[src/rtl/dds_pkg.sv]
package dds_pkg;
    localparam int DDS_WORD_W  = 16;
    localparam int DDS_FREQ_W  = 28;
    localparam int DDS_PHASE_W = 12;
    localparam int DDS_CTRL_W  = 14;
    localparam int DDS_HALF_W  = DDS_FREQ_W / 2;

    localparam int CTRL_PAIRED_BIT = 13;
    localparam int CTRL_HALFSEL_BIT = 12;
    localparam int CTRL_RESET_BIT  = 8;

    typedef enum logic [1:0] {
        TGT_CTRL  = 2'b00,
        TGT_FREQ0 = 2'b01,
        TGT_FREQ1 = 2'b10,
        TGT_PHASE = 2'b11
    } dds_tgt_e;

    typedef struct packed {
        logic [DDS_CTRL_W-1:0]          ctrl;
        logic [1:0][DDS_FREQ_W-1:0]     freq;
        logic [1:0][DDS_PHASE_W-1:0]    phase;
        logic [DDS_HALF_W-1:0]          lo_hold;
        logic                           seq_hi;
        logic                           upd;
    } dds_bank_t;
endpackage

[src/rtl/dds_spi_rx.sv]
module dds_spi_rx #(
    parameter int WORD_W = dds_pkg::DDS_WORD_W
) (
    input  logic              clk,
    input  logic              rst_n,
    input  logic              sclk_i,
    input  logic              csn_i,
    input  logic              mosi_i,
    output logic              word_vld_o,
    output logic [WORD_W-1:0] word_o
);
    localparam int CNT_W   = $clog2(WORD_W + 2);
    localparam int CNT_MAX = WORD_W + 1;

    typedef struct packed {
        logic [2:0]        sck_sh;
        logic [2:0]        cs_sh;
        logic [1:0]        mo_sh;
        logic [CNT_W-1:0]  cnt;
        logic [WORD_W-1:0] sr;
        logic              vld;
        logic [WORD_W-1:0] word;
    } rx_t;

    rx_t rx_d, rx_q;
    logic sck_fall, cs_rise, cs_low;

    always_comb begin
        rx_d        = rx_q;
        rx_d.vld    = 1'b0;
        rx_d.sck_sh = {rx_q.sck_sh[1:0], sclk_i};
        rx_d.cs_sh  = {rx_q.cs_sh[1:0], csn_i};
        rx_d.mo_sh  = {rx_q.mo_sh[0], mosi_i};

        sck_fall = rx_q.sck_sh[2] & ~rx_q.sck_sh[1];
        cs_rise  = rx_q.cs_sh[1] & ~rx_q.cs_sh[2];
        cs_low   = ~rx_q.cs_sh[1];

        if (!cs_low) begin
            rx_d.cnt = '0;
            if (cs_rise && (rx_q.cnt == CNT_W'(WORD_W))) begin
                rx_d.vld  = 1'b1;
                rx_d.word = rx_q.sr;
            end
        end else if (sck_fall) begin
            rx_d.sr = {rx_q.sr[WORD_W-2:0], rx_q.mo_sh[1]};
            if (rx_q.cnt != CNT_W'(CNT_MAX)) begin
                rx_d.cnt = rx_q.cnt + CNT_W'(1);
            end
        end
    end

    always_ff @(posedge clk or negedge rst_n) begin
        if (!rst_n) begin
            rx_q        <= '0;
            rx_q.sck_sh <= '1;
            rx_q.cs_sh  <= '1;
        end else begin
            rx_q <= rx_d;
        end
    end

    assign word_vld_o = rx_q.vld;
    assign word_o     = rx_q.word;
endmodule

[src/rtl/dds_reg_bank.sv]
module dds_reg_bank
    import dds_pkg::*;
(
    input  logic                   clk,
    input  logic                   rst_n,
    input  logic                   word_vld_i,
    input  logic [DDS_WORD_W-1:0]  word_i,
    output logic [DDS_CTRL_W-1:0]  ctrl_o,
    output logic [DDS_FREQ_W-1:0]  freq0_o,
    output logic [DDS_FREQ_W-1:0]  freq1_o,
    output logic [DDS_PHASE_W-1:0] phase0_o,
    output logic [DDS_PHASE_W-1:0] phase1_o,
    output logic                   upd_o
);
    dds_bank_t bk_d, bk_q;
    dds_tgt_e  tgt;
    logic      fidx;
    logic [DDS_HALF_W-1:0] fdata;

    always_comb begin
        bk_d     = bk_q;
        bk_d.upd = 1'b0;
        tgt      = dds_tgt_e'(word_i[DDS_WORD_W-1 -: 2]);
        fidx     = word_i[DDS_WORD_W-1];
        fdata    = word_i[DDS_HALF_W-1:0];
        if (word_vld_i) begin
            case (tgt)
                TGT_CTRL: begin
                    bk_d.ctrl   = word_i[DDS_CTRL_W-1:0];
                    bk_d.seq_hi = 1'b0;
                    bk_d.upd    = 1'b1;
                end
                TGT_FREQ0, TGT_FREQ1: begin
                    if (bk_q.ctrl[CTRL_PAIRED_BIT]) begin
                        if (!bk_q.seq_hi) begin
                            bk_d.lo_hold = fdata;
                            bk_d.seq_hi  = 1'b1;
                        end else begin
                            bk_d.freq[fidx] = {fdata, bk_q.lo_hold};
                            bk_d.seq_hi     = 1'b0;
                            bk_d.upd        = 1'b1;
                        end
                    end else begin
                        if (bk_q.ctrl[CTRL_HALFSEL_BIT]) begin
                            bk_d.freq[fidx][DDS_FREQ_W-1:DDS_HALF_W] = fdata;
                        end else begin
                            bk_d.freq[fidx][DDS_HALF_W-1:0] = fdata;
                        end
                        bk_d.upd = 1'b1;
                    end
                end
                default: begin
                    bk_d.phase[word_i[13]] = word_i[DDS_PHASE_W-1:0];
                    bk_d.upd               = 1'b1;
                end
            endcase
        end
    end

    always_ff @(posedge clk or negedge rst_n) begin
        if (!rst_n) begin
            bk_q      <= '0;
            bk_q.ctrl <= DDS_CTRL_W'(1) << CTRL_RESET_BIT;
        end else begin
            bk_q <= bk_d;
        end
    end

    assign ctrl_o   = bk_q.ctrl;
    assign freq0_o  = bk_q.freq[0];
    assign freq1_o  = bk_q.freq[1];
    assign phase0_o = bk_q.phase[0];
    assign phase1_o = bk_q.phase[1];
    assign upd_o    = bk_q.upd;
endmodule

[src/rtl/dds_word_decoder.sv]
module dds_word_decoder
    import dds_pkg::*;
(
    input  logic                   clk,
    input  logic                   rst_n,
    input  logic                   sclk_i,
    input  logic                   csn_i,
    input  logic                   mosi_i,
    output logic [DDS_CTRL_W-1:0]  ctrl_o,
    output logic [DDS_FREQ_W-1:0]  freq0_o,
    output logic [DDS_FREQ_W-1:0]  freq1_o,
    output logic [DDS_PHASE_W-1:0] phase0_o,
    output logic [DDS_PHASE_W-1:0] phase1_o,
    output logic                   upd_o
);
    logic                  word_vld;
    logic [DDS_WORD_W-1:0] word;

    dds_spi_rx #(.WORD_W(DDS_WORD_W)) u_rx (
        .clk        (clk),
        .rst_n      (rst_n),
        .sclk_i     (sclk_i),
        .csn_i      (csn_i),
        .mosi_i     (mosi_i),
        .word_vld_o (word_vld),
        .word_o     (word)
    );

    dds_reg_bank u_bank (
        .clk        (clk),
        .rst_n      (rst_n),
        .word_vld_i (word_vld),
        .word_i     (word),
        .ctrl_o     (ctrl_o),
        .freq0_o    (freq0_o),
        .freq1_o    (freq1_o),
        .phase0_o   (phase0_o),
        .phase1_o   (phase1_o),
        .upd_o      (upd_o)
    );
endmodule

[config.mk]
export PLATFORM = sky130hd
export DESIGN_NAME = dds_word_decoder
export DESIGN_NICKNAME = d
export VERILOG_FILES = /design/src/rtl/dds_pkg.sv /design/src/rtl/dds_spi_rx.sv /design/src/rtl/dds_reg_bank.sv /design/src/rtl/dds_word_decoder.sv
export SDC_FILE = /design/constraint.sdc
export NUM_CORES = 1
export LEC_CHECK = 0
export BUFFER_PORTS_ARGS = -buffer_cell sky130_fd_sc_hd__buf_2
export CORE_AREA = 2 2 131 133
export DETAILED_ROUTE_END_ITERATION = 8
export DIE_AREA = 0 0 133 135
export PLACE_DENSITY_LB_ADDON = 0.3
export SLEW_MARGIN = 20
export SYNTH_ARGS = -nofsm -noshare
export SYNTH_HDL_FRONTEND = slang
export SYNTH_HIERARCHICAL = 1
export SYNTH_SLANG_ARGS = --single-unit
export TNS_END_PERCENT = 1
[constraint.sdc]
create_clock -name clk -period 1.8 [get_ports clk]
set_input_delay 0.18 -clock clk [delete_from_list [all_inputs] [get_ports clk]]
set_output_delay 0.18 -clock clk [all_outputs]
set_load 0.01 [all_outputs]
* Yosys cells after proc, flatten, opt, wreduce, memory -nomap -nowiden
Cells that the tools add are included.
** Storage, ports and cells
- Bits in latches :: 0
- Bits in registers :: 156
- Logic and storage cells :: 78
- Memories kept :: 0
- Output and inout bits :: 95
- ROM bits :: 0
- Input bits :: 5
- Bits in writable memories :: 0
** Cells by class
- Eq/ne operators :: 6
- Add/subtract/negate cells :: 1
- Bitwise logic cells :: 7
- Multiplexer cells :: 28
- Reductions and logical operators :: 17
- Divide/modulo/power cells :: 0
- Shifts and indexed selects :: 0
- Multiply operators :: 0
- Magnitude comparators :: 4
** Operators by type and width (number)
- bitwise mux 56 bit :: 3
- 2-to-1 mux 56 bit :: 3
- demux 28 bit (select 1 bit) :: 3
- 2-to-1 mux 28 bit :: 2
- 2-to-1 mux 17 bit :: 2
- 2-to-1 mux 14 bit :: 2
- bitwise mux 24 bit :: 1
- 2-to-1 mux 21 bit :: 1
- 2-to-1 mux 15 bit :: 1
- demux 12 bit (select 1 bit) :: 1
- 2-to-1 mux 12 bit :: 1
- 2-to-1 mux 5 bit :: 2
- AND reduction 2 bit :: 5
- AND reduction 3 bit :: 2
- nonzero test 2 bit :: 3
- adder 5 x 1 -> 5 bit, second input constant :: 1
- equality test 5 bit, second input constant :: 1
- 2-to-1 mux 1 bit :: 5
- inequality test 5 bit, second input constant :: 1
- NOT 1 bit :: 5
- < comparator 1 x 2 -> 1 bit, second input constant :: 2
- AND reduction 4 bit :: 1
- logical AND 1 bit :: 3
- OR reduction 3 bit :: 1
- other kinds (9) :: 11

* Depth between registers and ports, before layout
Gate-level depths: netlist (run 1).
- Depth in word-level cells :: 7
- Gate-level depth with buffers :: 7
- Gate-level depth less buffers :: 5

* By module
The synthesis (run 1) kept the hierarchy.
** By module, submodules not included
- dds_reg_bank :: seq. area each 2753.9 µm², cells each 362, area each 5067.4 µm², instances 1
- dds_spi_rx :: seq. area each 1158.6 µm², cells each 128, area each 1933.1 µm², instances 1

* Worst setup path after synthesis (run 1)
OpenSTA, ideal clock, no wires.
- Path kind :: register to register
- Start point :: register u_rx.rx_q, in the netlist u_rx/word_o[15]
- End point :: register u_bank.bk_q, in the netlist u_bank/freq0_o[10]
- Arrival :: 1.784 ns
- Stages on the path, launching flop included :: 8
- Required time :: 1.675 ns
- Setup slack :: -0.108 ns
- Buffers on the path :: 2
- Setup time :: 0.125 ns
- Period minus slack after synthesis :: 1.908 ns
- Cells stage by stage :: dfrtp_1 buf_4 inv_1 ha_1 nand2_1 a211oi_4 buf_6 mux2_2
** Between the ends
- Longest elaborated chain between the ends :: 7
- Elaborated cells on any way between the ends :: 18
- Those cells by class :: order compare (2); eq/ne (2); mux (11); reduce/logical (3)
** Ends and longest elaborated chain
- start: declaration :: RTL line dds_spi_rx.sv:25 : rx_t rx_d, rx_q;
- start signal: assignment :: RTL line dds_spi_rx.sv:59 : rx_q <= rx_d;
- < comparator 1 x 2 -> 1 bit (implied by the code) / >= comparator 1 bit (equally long branches) :: RTL line dds_reg_bank.sv:39, dds_reg_bank.sv:47
- logical AND 1 bit (implied by the code) :: RTL line dds_reg_bank.sv:39, dds_reg_bank.sv:47
- 2-to-1 mux 14 bit (implied by the code) / 2-to-1 mux 28 bit (equally long branches) :: RTL line dds_reg_bank.sv:47, dds_reg_bank.sv:39
- demux 28 bit (select 1 bit)
- bitwise mux 56 bit (on tied branches) :: RTL line dds_reg_bank.sv:47, dds_reg_bank.sv:39
- 2-to-1 mux 56 bit (on tied branches) :: RTL line dds_reg_bank.sv:44, dds_reg_bank.sv:35
- 2-to-1 mux 56 bit :: RTL line dds_reg_bank.sv:34 : if (bk_q.ctrl[CTRL_PAIRED_BIT]) begin
- end signal: assignment :: RTL line dds_reg_bank.sv:65 : bk_q <= bk_d;
- end: declaration :: RTL line dds_reg_bank.sv:15 : dds_bank_t bk_d, bk_q;
Parallel ways exist; a longest one is shown, timed or not. The select of a mux whose other input is x is not followed.
A chain may end at the register's enable or synchronous reset.

* Worst setup path in the final report (run 1)
- Start point :: register u_rx.rx_q, in the netlist u_rx/word_o[14]
- End point :: register u_bank.bk_q, in the netlist u_bank/freq0_o[10]
** Between the ends
- Longest elaborated chain between the ends :: 3
- Elaborated cells on any way between the ends :: 4
- Those cells by class :: eq/ne (2); reduce/logical (2)
** Ends and longest elaborated chain
- equality test 2 x 1 -> 1 bit / equality test 2 bit (equally long branches) :: RTL line dds_reg_bank.sv:27 : case (tgt)
- OR reduction 2 bit * :: RTL line dds_reg_bank.sv:27
- AND reduction 3 bit (no source line) *
Every way passes the cells marked *; elsewhere a longest branch is shown, timed or not.

==> results.toml, run 1 <==
[cells_and_area]
final_cell_mix = "dfrtp_1, mux2_2, buf_2"
mostFrequentLayoutCell = "dfrtp_1"
area_growth_pct = 10.4
drive_gt1_frac = 0.595
nNetsFinal = 515
antennaDiodeCount = 0
fin_area_um2 = 7730
instances_no_fill = 738
fillers = 1433

[drt]
drc = 0
via_per_inst = 4.77
routed_wl_mm = 12.5
firstDrtPassIters = 4
ant_nets = 0
drtIter0Drc = 166
routed-via-count = 3519
wl_per_cell_um = 17.0

[sta]
clock_skew_ns = 0.00699
fmax_mhz = 578
hold_violations = 0
setup_viol = 0
fin_crit_sh = 0.961
final_max_slew_viol_count = 0
fin_ws_ns = 0.0695
worstMarginPinSlew_ns = 0.613
rsz0062_at_grt = "false"
max_slew_margin = 0.591
fin_setup_tns_ns = 0
min_period_ns = 1.73

[placed_design]
place_inst = 702
gp_congestion = 0.691
hpwl_mm = 8.79
dpl-instance-area_um2 = 7110
dp_slack_ns = 0.0410
port_buffers = 99

[power]
p_sw_uw = 1520
leakagePower_uw = 0.00412
clkPwrFrac = 0.468
pwr_density_cell_nw_per_um2 = 944
peakVddDrop_v = 0.000659
p_int_uw = 5770
p_sw_frac = 0.209
pwr-share-seq = 0.504
power_frac_comb = 0.028

[synthesis]
syn_avg_cell_area_um2 = 14.3
synth_adder_area_share = 0.00894
synthSimpleGateAreaFrac = 0.0293
synth_enable_flop_cells = 0
async_flop_share = 1.00
ys_seq_elements = 156
synth_area_leaders = "dfrtp_1, mux2_2, buf_4, dfstp_2, mux2_4"
syn-instance-count = 490
synth_mux_area_frac = 0.238
synth_area_um2 = 7000
synth_cell_types = 36
yosysWarnings = 6
synthXorXnorAreaFrac = 0
synth.largest_area_cell = "dfrtp_1"
ys_seq_area_frac = 0.559
synth_compound_area_frac = 0.0281
ys_dominant_reg_cell = "dfrtp_1"
synth_top_family_by_area = "multiplexers"
synth_fp_nets = 500
synth_top_cell_area_share = 0.533

[min_path]
hold_path_class = "input port to async pin"

[setup_path]
arrival_ns = 2.03
rrSetupSlack_ns = 0.07
required_ns = 2.10
path_class = "flop to flop"
r2r.worst_path.cells = 6
path_max_fanout = 14
critPathMaxStageDelay_ns = 0.38
crit_chain = "inv_1 -> ha_4 -> nand2_2 -> a211oi_4 -> buf_12 -> mux2_2"
cp-end-kind = "flop"
reg2reg_to = "u_bank/freq0_o[10]"
cp-start-kind = "flop"
slowest_stage = "dfrtp_1"
worstReg2RegStart = "u_rx/word_o[14]"

[grt]
gr-total-overflow = 0
grt_pass1_vias = 3713
grt_max_degree = 63
antenna_found_initial = 0
grt_pass1_wl_mm = 19.9
grt_usage = 0.147

[clock_network]
htreeDepth = 4
cts_buffer_depth = 2
cts_sinks = 156
numCtsBuffers = 17
path_clk_slew_ns = 0.06
clock_latency_ns = 0.42
cts_root_buf = "clkbuf_16"
tritoncts = "yes"
cts_setup_buffers = 0

[floorplan]
core.rowCount = 47
initial_core_util = 0.427
die_area_um2 = 18000
core-area_um2 = 16400
num_io_pins = 100
dieWidth_um = 133
die_h_um = 135

[flow_run]
drv_cap = 0

[status]
status = "finished, final reports clean"
[sequential cells by signal, summed over array words and instances, names as in the netlist]
signal,flops
u_bank/bk_q,15
u_bank/ctrl_o,14
u_bank/freq0_o,28
u_bank/freq1_o,28
u_bank/phase0_o,12
u_bank/phase1_o,12
u_bank/upd_o,1
u_rx/rx_d,5
u_rx/rx_q,24
u_rx/word_o,16
u_rx/word_vld_o,1
[layout make-up]
cell class	instances	area, um^2	share of cell area
flip-flops and latches	156	3910	0.506
well taps	220	275	0.0356
clock inverters	12	121	0.0157
multi-input cells	203	2160	0.279
repair buffers	121	790	0.102
inverters	6	22.5	0.00291
clock buffers	20	447	0.0578
[power groups by stage]
| stage | sequential, uW | combinational (uW) | clock (uW) |
|---|---|---|---|
| after global routing | 3690 | 235 | 3650 |
| after CTS | 3680 | 213 | 3510 |
| final | 3680 | 204 | 3410 |
| after global placement | 3740 | 198 | 0 |
| after detailed placement | 3740 | 205 | 0 |
| after floorplan | 3710 | 104 | 0 |
[cell families (layout without fill, tap and decap cells)]
kind of cell | count (synthesis) | in the layout
buffers and inverters | 131 | 159
DFF | 156 | 156
AOI/OAI and AO/OA | 22 | 22
adders and majority gates | 5 | 5
and+or+nand+nor | 31 | 31
muxes | 145 | 145
[metal layers]
metal / GRT usage / up-vias / part of all wire
met5: 0 / - / 0
met4: 0.0556 / 0 / 0.015
met3: 0.0432 / 14 / 0.036
met2: 0.249 / 57 / 0.52
met1: 0.177 / 1834 / 0.43
li1: - / 1614 / -
[cell usage after synthesis, drive strengths merged (2+ instances only)]
cell type,instances
nor2b,5
nand3,3
dfrtp,149
ha,5
nand2b,3
inv,6
a22o,15
mux2i,2
nand2,4
nand4,3
dfstp,7
clkbuf,2
nor2,8
mux2,143
buf,123
[timing repair]
action	in CTS	in global routing
resized for setup	0	2
setup endpoints to repair	0	28
endpoints found under the hold margin	72	0
hold buffers	4	0
[worst max-delay path: cells and delay by family, from the launching register on]
kind / cells / cell delay (ns)
fa+ha+maj: 1 / 0.31
simple gates: 1 / 0.10
flops: 1 / 0.38
compound gates: 1 / 0.22
mux: 1 / 0.34
buf+inv: 2 / 0.27
[worst max-delay path by stage]
stage          slack, ns         startpoint                  to  depth (start not counted)
2_1_floorplan      0.007    u_rx/word_o[15]  u_bank/freq0_o[10]                          7
3_3_place_gp        0.07  u_bank/ctrl_o[13]   u_bank/freq1_o[6]                          3
3_5_place_dp        0.04  u_bank/ctrl_o[13]   u_bank/freq0_o[6]                          3
4_1_cts             0.02  u_bank/ctrl_o[13]   u_bank/freq0_o[6]                          3
5_1_grt            0.001    u_rx/word_o[14]  u_bank/freq1_o[12]                          6
6_report            0.07    u_rx/word_o[14]  u_bank/freq0_o[10]                          6
[per-stage QoR]
stage           util  hold slack, ns  power (uW)
2_1_floorplan      -          -0.116        3820
3_3_place_gp   0.433          0.0784        3940
3_5_place_dp   0.433          0.0804        3950
4_1_cts        0.470           0.191        7400
5_1_grt        0.471           0.216        7570
6_report       0.471           0.196        7290
(Power assumes the default switching activity.)
==> run 2, diff against run 1 <==
CELL_PAD_IN_SITES_DETAIL_PLACEMENT = 2   (was unset)
CELL_PAD_IN_SITES_GLOBAL_PLACEMENT = 2   (was unset)
CORE_AREA = 2 2 143 145   (was 2 2 131 133)
DIE_AREA = 0 0 145 147   (was 0 0 133 135)
==> run 2 against run 1 <==
  * Via count up 3.6%
  * Routed wire length up 20%
  * Sequential power about the same
  * Critical endpoint is now u_bank/freq0_o[2]
  * Utilization down 7.4 points
==> results.toml, run 2 (synthesis results as in run 1) <==
[status]
status = "finished, final reports clean"

[placed_design]
dp_slack_ns = -0.0402
gp_congestion = 0.716
port_buffers = 99
hpwl_mm = 10.4

[setup_path]
required_ns = 2.10
arrival_ns = 2.02
cp-start-kind = "flop"
rrSetupSlack_ns = 0.07
path_max_fanout = 14
worstReg2RegStart = "u_rx/word_o[14]"
crit_start = "u_rx/word_o[14]"
cp-end-kind = "flop"
path_class = "flop to flop"
r2r.worst_path.cells = 6
reg2reg_to = "u_bank/freq0_o[2]"

[sta]
hold_ws_ns = 0.227
final_max_slew_viol_count = 0
hold_violations = 0
fin_setup_tns_ns = 0
worstMarginPinSlew_ns = 0.653
rsz0062_at_grt = "true"
clock_skew_ns = 0.00851
fin_ws_ns = 0.0737
fin_crit_sh = 0.959
max_slew_margin = 0.564
min_period_ns = 1.73
fmax_mhz = 579
setup_viol = 0

[drt]
drtIter0Drc = 125
drc = 0
firstDrtPassIters = 4
wl_per_cell_um = 19.0
via_per_inst = 4.62
routed-via-count = 3646
routed_wl_mm = 15.0
ant_nets = 0

[grt]
grt_max_degree = 39
gr-total-overflow = 0
grt_pass1_vias = 4340
grt_usage = 0.152
antenna_found_initial = 0
grt_pass1_wl_mm = 24.9

[power]
pwr_density_cell_nw_per_um2 = 969
leakagePower_uw = 0.00416
total_power_uw = 7640
peakVddDrop_v = 0.000459

[clock_network]
cts_sinks = 156
numCtsBuffers = 17
path_clk_slew_ns = 0.06
htreeDepth = 4
clock_latency_ns = 0.42
cts_buffer_depth = 2
cts_setup_buffers = 0
tritoncts = "yes"
cts_root_buf = "clkbuf_16"

[floorplan]
dieWidth_um = 145
die_h_um = 147
num_io_pins = 100
core-area_um2 = 19800
core.rowCount = 52
die_area_um2 = 21300
initial_core_util = 0.353

[cells_and_area]
mostFrequentLayoutCell = "dfrtp_1"
drive_gt1_frac = 0.598
area_growth_pct = 12.5
final_cell_mix = "dfrtp_1, mux2_2, buf_2"
nNetsFinal = 518
antennaDiodeCount = 0

[min_path]
hold_path_class = "input port to async pin"

[flow_run]
drv_cap = 0
run 2: cell count changes in the layout (fill, tap and decap cells not counted), sizes merged:
cell	before	now
bufinv	2	4
clkbuf	20	21
clkinv	6	2
buf	117	120
run 2: through the flow:
stage          utilization  cells  area, um^2
2_1_floorplan            -    490        7030
3_3_place_gp         0.363    755        7210
3_5_place_dp         0.363    755        7210
4_1_cts              0.396    790        7870
5_1_grt              0.397    790        7880
6_report             0.397    790        7880
run 2: critical path, cell delays in order, from the launching register on:
cell and delay, ns:
dfrtp_1 0.37, inv_1 0.08, ha_4 0.31, nand2_2 0.10
a211oi_4 0.21, buf_12 0.19, mux2_2 0.34
run 2: report_power, final:
group | leakage [uW] | internal [uW] | switching [uW] | total [uW]
clock | 0.000290 | 2350 | 1390 | 3740
sequential | 0.00214 | 3610 | 74.6 | 3680
combinational | 0.00173 | 103 | 110 | 213
run 2: metal layers:
layer  GRT usage  part of all wire
met4      0.0475             0.012
met3      0.0373             0.028
met1       0.184              0.42
met2       0.268              0.54
met5           0                 0
run 2: worst max path at each step:
stage                                    end  slack [ns]  cells after the start
after floorplan           u_bank/freq0_o[10]       0.007                      7
after global placement    u_bank/freq1_o[11]        0.03                      3
after detailed placement   u_bank/freq0_o[7]       -0.04                      3
after CTS                 u_bank/freq1_o[19]        0.01                      6
after global routing       u_bank/freq1_o[5]       -0.02                      6
final                      u_bank/freq0_o[2]        0.07                      6
run 2: final cells by class:
class | instances | area (um^2)
Clock inverter | 10 | 165
Inverter | 6 | 22.5
Clock buffer | 21 | 450
Sequential cell | 156 | 3910
Multi-Input combinational cell | 203 | 2170
Tap cell | 270 | 338
Fill cell | 1963 | 12000
Timing Repair Buffer | 124 | 825
run 2: timing repair:
item / 4_1_cts / 5_1_grt
pin swaps: 0 / 1
gates resized for setup: 1 / 3
endpoints found under the hold margin: 31 / 0
setup endpoints to repair: 27 / 29
hold buffers: 4 / 0
==> run 3, diff against run 2 <==
CORE_AREA = 2 2 145 147   (was 2 2 143 145)
DIE_AREA = 0 0 147 149   (was 0 0 145 147)
==> run 3 against run 2 <==
  * Global-route usage down 0.74 points
  * Clock power down 5.6%
  * Maximum frequency is 0.68% higher
  * Worst setup slack improved by 0.012 ns
  * Critical path depth unchanged
  * Worst hold slack got worse by 0.0029 ns
  * Largest power group is now sequential cells
==> results.toml, run 3 (synthesis results as in run 1) <==
[cells_and_area]
fin_area_um2 = 7840
nNetsFinal = 518
antennaDiodeCount = 0
mostFrequentLayoutCell = "dfrtp_1"
area_growth_pct = 12.0
fillers = 2071
drive_gt1_frac = 0.597
multi_input_area_um2 = 2170
final_cell_mix = "dfrtp_1, mux2_2, buf_2"
fin_util = 0.381
register_area_um2 = 3910

[drt]
drtIter0Drc = 104
wl_per_cell_um = 18.7
drc = 0
via_per_inst = 4.55
ant_nets = 0
firstDrtPassIters = 4
routed-via-count = 3621
routed_wl_mm = 14.9

[floorplan]
dieWidth_um = 147
core.rowCount = 53
die_h_um = 149
core-area_um2 = 20600
num_io_pins = 100
die_area_um2 = 21900
initial_core_util = 0.341

[setup_path]
r2r.worst_path.cells = 6
worstReg2RegStart = "u_rx/word_o[14]"
required_ns = 2.11
path_max_fanout = 14
path_class = "flop to flop"
cp-end-kind = "flop"
slowest_stage = "dfrtp_1"
critPathMaxStageDelay_ns = 0.39
cp-start-kind = "flop"
arrival_ns = 2.02
rrSetupSlack_ns = 0.09
crit_chain = "inv_2 -> ha_4 -> nand2_4 -> a211oi_4 -> buf_12 -> mux2_2"
reg2reg_to = "u_bank/freq0_o[12]"

[placed_design]
gp_congestion = 0.694
dpl-instance-area_um2 = 7200
port_buffers = 99
dp_slack_ns = 0.0134
hpwl_mm = 10.5

[clock_network]
tritoncts = "yes"
htreeDepth = 4
path_clk_slew_ns = 0.06
cts_setup_buffers = 0
cts_root_buf = "clkbuf_16"
clock_latency_ns = 0.43
cts_buffer_depth = 2
numCtsBuffers = 17
cts_sinks = 156

[sta]
rsz0062_at_grt = "false"
setup_viol = 0
max_slew_margin = 0.555
min_period_ns = 1.71
worstMarginPinSlew_ns = 0.667
fin_crit_sh = 0.953
fin_ws_ns = 0.0853
hold_violations = 0
fmax_mhz = 583
clock_skew_ns = 0.0104
final_max_slew_viol_count = 0
fin_setup_tns_ns = 0

[power]
pwr_density_cell_nw_per_um2 = 947
peakVddDrop_v = 0.000663
leakagePower_uw = 0.00415

[grt]
gr-total-overflow = 0
grt_usage = 0.145
grt_pass1_vias = 4033
antenna_found_initial = 0
grt_max_degree = 48
grt_pass1_wl_mm = 23.9

[flow_run]
drv_cap = 0

[status]
status = "finished, final reports clean"

[min_path]
hold_path_class = "input port to async pin"
[run 3: cell type report]
type | count | share of cell area
tap | 275 | 0.0439
sequential | 156 | 0.499
clock inverter | 9 | 0.0145
clock buffer | 23 | 0.0597
timing repair buffer | 124 | 0.104
inverter | 6 | 0.00287
multi-input combinational | 203 | 0.277
[run 3: critical path, delay by kind of cell (launching register included)]
family | cells | cell delay (ns)
adder cells (fa/ha/maj) | 1 | 0.31
buffers and inverters | 2 | 0.25
multiplexers | 1 | 0.34
AO/OA/AOI/OAI | 1 | 0.22
AND/OR/NAND/NOR | 1 | 0.08
flip-flops | 1 | 0.39
[run 3: how the worst max path moves through the flow]
stage                       from            endpoint  cells past startpoint
3_3_place_gp   u_bank/ctrl_o[13]   u_bank/freq1_o[8]                      3
2_1_floorplan    u_rx/word_o[15]  u_bank/freq0_o[10]                      7
3_5_place_dp   u_bank/ctrl_o[13]   u_bank/freq1_o[1]                      3
5_1_grt          u_rx/word_o[14]   u_bank/freq1_o[1]                      6
4_1_cts          u_rx/word_o[14]   u_bank/freq1_o[1]                      6
6_report         u_rx/word_o[14]  u_bank/freq0_o[12]                      6
[run 3: through the flow]
stage                     hold slack (ns)  power [uW]  instances
after global placement              0.135        3940        760
after detailed placement            0.131        3960        760
after CTS                           0.237        7570        796
after global routing                0.253        7750        796
after floorplan                    -0.116        3820        490
final                               0.225        7420        796
[run 3: repair_timing]
item	in CTS	in global routing
endpoints found under the hold margin	40	0
resized for setup	1	4
hold buffers	4	0
endpoints found under the setup margin	17	44
pin swaps	0	0
[run 3: report_power, final]
part / switching [uW] / total (uW) / internal (uW) / leakage [uW]
clock network: 1400 / 3530 / 2120 / 0.000274
registers: 77.4 / 3680 / 3610 / 0.00214
logic: 112 / 212 / 100 / 0.00174
total: 1590 / 7420 / 5830 / 0.00415
[run 3: per-layer routing]
metal / vias to the layer above / track usage / routed length (um)
met4: 0 / 0.0389 / 156
li1: 1606 / - / -
met2: 64 / 0.246 / 7790
met5: - / 0 / 0
met1: 1939 / 0.180 / 6390
met3: 12 / 0.0437 / 524
